<file path="src/rtl/cfg_serial_chain.sv">
module cfg_serial_chain #(
  parameter int DAC_W  = 6,
  parameter int ADDR_W = 5
) (
  input  logic              clk,
  input  logic              rst_n,
  input  logic              shift_en,
  input  logic              sdi,
  input  logic              latch_stb,
  input  logic              capture_stb,
  output logic              sdo,
  output logic [DAC_W-1:0]  vref_code,
  output logic [DAC_W-1:0]  corr_code,
  output logic [DAC_W-1:0]  iref_code,
  output logic              diff_sel,
  output logic              probe_a_oe,
  output logic [ADDR_W-1:0] probe_a_addr,
  output logic              probe_a_pd,
  output logic              probe_b_oe,
  output logic [ADDR_W-1:0] probe_b_addr,
  output logic              probe_b_pd
);

  localparam int N        = 2*ADDR_W + 3*DAC_W + 5;
  localparam int P_B_OE   = N - 1;
  localparam int P_B_ADDR = P_B_OE - 1;
  localparam int P_SEL    = P_B_ADDR - ADDR_W;
  localparam int P_VREF   = P_SEL - 1;
  localparam int P_CORR   = P_VREF - DAC_W;
  localparam int P_IREF   = P_CORR - DAC_W;
  localparam int P_B_PD   = P_IREF - DAC_W;
  localparam int P_A_PD   = P_B_PD - 1;
  localparam int P_A_OE   = P_A_PD - 1;
  localparam int P_A_ADDR = P_A_OE - 1;

  logic [N-1:0] chain;
  logic [N-1:0] shadow;

  always_ff @(posedge clk) begin
    if (!rst_n) begin
      chain  <= '0;
      shadow <= '0;
    end else begin
      if (capture_stb)   chain <= shadow;
      else if (shift_en) chain <= {chain[N-2:0], sdi};
      if (latch_stb)     shadow <= chain;
    end
  end

  assign sdo        = chain[N-1];
  assign probe_b_oe = shadow[P_B_OE];
  assign diff_sel   = shadow[P_SEL];
  assign probe_b_pd = shadow[P_B_PD];
  assign probe_a_pd = shadow[P_A_PD];
  assign probe_a_oe = shadow[P_A_OE];

  for (genvar j = 0; j < DAC_W; j++) begin : g_dac
    assign vref_code[j] = shadow[P_VREF - j];
    assign corr_code[j] = shadow[P_CORR - j];
    assign iref_code[j] = shadow[P_IREF - j];
  end

  for (genvar j = 0; j < ADDR_W; j++) begin : g_addr
    assign probe_b_addr[j] = shadow[P_B_ADDR - j];
    assign probe_a_addr[j] = shadow[P_A_ADDR - j];
  end

  assert_reset_clear_R1: assert property (@(posedge clk) disable iff (!rst_n)
    $rose(rst_n) |-> (shadow == '0 && chain == '0 && !probe_a_oe && !probe_b_oe));

  assert_shift_step_R2: assert property (@(posedge clk) disable iff (!rst_n)
    (shift_en && !capture_stb) |=> chain == {$past(chain[N-2:0]), $past(sdi)});

  assert_shadow_hold_R6: assert property (@(posedge clk) disable iff (!rst_n)
    !latch_stb |=> $stable(shadow));

  assert_latch_copy_R7: assert property (@(posedge clk) disable iff (!rst_n)
    latch_stb |=> shadow == $past(chain));

  assert_capture_load_R8: assert property (@(posedge clk) disable iff (!rst_n)
    capture_stb |=> (chain == $past(shadow) && sdo == $past(shadow[N-1])));

endmodule

</file>
<file path="config.mk">
export PLATFORM = sky130hd
export DESIGN_NAME = cfg_serial_chain
export DESIGN_NICKNAME = d
export VERILOG_FILES = /design/src/rtl/cfg_serial_chain.sv
export SDC_FILE = /design/constraint.sdc
export NUM_CORES = 1
export LEC_CHECK = 0
export BUFFER_PORTS_ARGS = -buffer_cell sky130_fd_sc_hd__buf_2
export CAP_MARGIN = 5
export CORE_MARGIN = 10
export CORE_UTILIZATION = 45
export CTS_BUF_LIST = sky130_fd_sc_hd__clkbuf_4 sky130_fd_sc_hd__clkbuf_8
export DETAILED_ROUTE_END_ITERATION = 12
export PLACE_DENSITY_LB_ADDON = 0.08
export SYNTH_ARGS = -nofsm -noshare
export SYNTH_HDL_FRONTEND = slang
export SYNTH_SLANG_ARGS = --single-unit
</file>
<file path="constraint.sdc">
create_clock -name clk -period 1.4 [get_ports clk]
set_input_delay 0.35 -clock clk [delete_from_list [all_inputs] [get_ports clk]]
set_output_delay 0.35 -clock clk [all_outputs]
set_load 0.05 [all_outputs]
</file>
==> metrics.md <==
| Metric | Value |
|---|---|
| Status | `complete, no violations` |
| Ant diodes | `0` |
| RSZ-0062 raised after global routing | `false` |
| Routed vias | `1874` |
| Horiz. Die Dim | `102 µm` |
| Critical path's top delay family | `flip-flops` |
| Vias in the first global route | `1876` |
| Global-route wire length before repair | `9.41 mm` |
| Starting Density | `0.470` |
| Non-filler cells in the finished layout | `371` |
| Num CTS Buffers | `9` |
| Normalized max-slew margin | `0.815` |
| Slew at the pin closest to its max-slew limit | `0.277 ns` |
| Post-synthesis adder-cell area fraction | `0` |
| Ranking of synthesized cells by area | `dfxtp_1 43%, mux2_4 15%, mux2i_1 11%, o211a_1 11%, nor2b_1 6.8%` |
| Mapped Avg Cell Area | `12.0 µm²` |
| Reg clk slew, reported paths | `0.07 ns` |
| Initial DRC Count | `35` |
| Synth unique cells | `14` |
| Min cycle time layout | `1.33 ns` |
| Core area | `6460 µm²` |
| Max-cap violation count | `0` |
| Setup_tns | `0 ns` |
| Global routing met3 resource utilization | `0.0337` |
| P_sw | `1.03 mW` |
| Area share of the largest cell type after synthesis | `0.435` |
| Post-DP Area | `3320 µm²` |
| CP Capture Type | `primary output` |
| Crit Path Max Fanout | `3` |
| Placed instance count | `356` |
| FF+latch count, synth | `66` |
| Seq/Total Area, Yosys | `0.435` |
| Comb power frac | `0.145` |
| Hold_buf cts | `0` |
| Post-synth net total | `259` |
| Routing usage on met2 | `0.164` |
| Crit path to | `vref_code[0]` |
| Fill cell count | `611` |
| Cell Chain, Critical Path | `buf_2` |
| Final Cycle Share | `0.948` |
| DR WL/cell | `14.7 µm` |
| Commonest non-fill, non-tap cells in the layout | `66 x dfxtp_1, 39 x buf_2, 33 x o211a_1, 33 x mux2i_1, 33 x nor2b_1` |
| Switching power share of the total | `0.263` |
| Root Driver | `clkbuf_8` |
| Detailed-route DRC error count | `0` |
| # rows | `29` |
| Hold Crit Class | `in -> reg` |
| Worst reg2reg path depth | `2` |
| Final wirelength | `5.46 mm` |
| Slowest cell on the critical path | `dfxtp_1` |
| Crit path largest cell delay | `0.37 ns` |
| LEAKAGE | `1.89 nW` |
| Buffers on Ports | `39` |
| Share of post-route cells with drive strength above 1 | `0.327` |
| GRT busiest layer | `met2` |
| Worst R2R Start | `chain[0]` |
| Internal power | `2.89 mW` |
| Worst Setup Start Kind | `flip-flop` |
| Clk sinks | `66` |
| DRT antenna net count | `0` |
| Setup Fix Bufs, Post-CTS | `0` |
| Finish-stage setup viols | `0` |
| Largest net degree at the start of global routing | `34` |
| Synth Area in XOR/XNOR | `0` |
| Cts repair resizes | `0` |
| Total gr overflow | `0` |
| Initial antenna violation count | `0` |
| Sequential cell area | `1320 µm²` |
| Ports | `40` |
| Clk Latency, worst-skew pair | `0.33 ns` |
| Clock skew | `0.00494 ns` |
| Overall Global Routing Usage | `0.113` |
| Pre-CTS WS | `0.0729 ns` |
| Die Ht | `102 µm` |
| Levels on crit path | `1` |
| Bufs on Longest Clock Path | `2` |
| PwrDens | `1130 nW/µm²` |
| CTS tree | `built` |
| Area leader, netlist | `dfxtp_1` |
| Sequential share of power | `0.516` |
| Syn-to-layout area delta | `14.4%` |
| Bufs and invs on worst path | `1` |
| Commonest non-fill, non-tap cell in the layout | `dfxtp_1` |
| Post-synthesis mux area share | `0.268` |
| Area of the multi-input gates | `1560 µm²` |
| Peak VDD IR | `626 µV` |
| Nets@finish | `296` |
| Vias per cell | `5.05` |
| Final instance area | `3470 µm²` |
| Pre-antenna DRT Iters | `4` |
| Worst Path Class, Setup | `reg -> out` |
| Yosys warnings | `0` |
| Synth Instances | `253` |
| Req. time, crit path | `1.05 ns` |
| CTS H-Tree Depth | `3` |
| Critical Path AT | `0.98 ns` |
| Reg-to-reg endpoint | `chain[0]` |
| Largest family of logic cells by synthesized area | `multiplexers` |
| Slew Viols, Final | `0` |
| GRT met1 Usage | `0.147` |
| Simple-gate share of the synthesized area | `0.137` |
| Final hold vios | `0` |
| Worst setup startpoint | `shadow[25]` |
| Routability cong. | `0.683` |
| Power share of the clock group | `0.340` |
| Compound-gate portion of the synthesized area | `0.109` |
| Crit path setup slack, layout | `0.0735 ns` |
| Cell area after synthesis | `3040 µm²` |
| DP Wirelength | `3.52 mm` |
| R2R Setup Slk | `0.50 ns` |
| Max Freq | `754 MHz` |
| Die ar. | `10400 µm²` |
Yosys cell counts:
cell type  number
buf_1           3
nor2b_1        33
buf_4           3
mux2i_1        33
buf_6           1
buf_12          3
or2b_1          2
nand2b_1       31
buf_2           5
dfxtp_1        66
mux2_2          3
o211a_1        33
clkbuf_1        7
mux2_4         30
sequential cells by signal (all words and copies together), names as in the netlist:
signal,flops
shadow,33
chain,33
layout make-up:
cell class                      count  share of cell area
Clock inverter                      4             0.00576
Multi-Input combinational cell    165               0.449
Sequential cell                    66               0.380
Tap cell                           77              0.0277
Clock buffer                       11              0.0400
Timing Repair Buffer               48              0.0972
power by group through the flow:
| stage | combinational, mW | sequential (mW) | clock, mW |
|---|---|---|---|
| final | 0.568 | 2.02 | 1.33 |
| after global routing | 0.615 | 2.04 | 1.47 |
| after CTS | 0.577 | 2.03 | 1.40 |
| after detailed placement | 0.575 | 2.07 | 0 |
| after global placement | 0.572 | 2.07 | 0 |
| after floorplan | 0.364 | 2.16 | 0 |
metrics by stage:
step	utilization	hold slack (ns)	power (mW)
final	0.538	0.383	3.93
after global routing	0.538	0.386	4.12
after CTS	0.538	0.364	4.00
after detailed placement	0.513	0.522	2.64
after global placement	0.513	0.509	2.64
after floorplan	-	0.499	2.53
per-layer routing:
metal	vias up	part of all wire
met1	884	0.50
met5	-	0
met3	7	0.046
li1	954	-
met2	29	0.43
met4	0	0.015
worst min-delay path by stage:
stage	start	end	slack, ns	depth (start not counted)
global route	rst_n	chain[11]	0.39	2
global placement	shadow[32]	shadow[32]	0.51	2
floorplan	chain[30]	shadow[30]	0.50	2
finish	rst_n	chain[12]	0.38	2
CTS	rst_n	chain[12]	0.36	2
detailed placement	shadow[28]	shadow[28]	0.52	2
cell families (layout without fill, tap and decap cells):
| logic type | count (synthesis) | after routing |
|---|---|---|
| AOI/OAI and AO/OA | 33 | 33 |
| buffers and inverters | 22 | 63 |
| DFF | 66 | 66 |
| muxes | 66 | 66 |
| and+or+nand+nor | 66 | 66 |
Note: power is estimated with default switching activity, not from simulation.
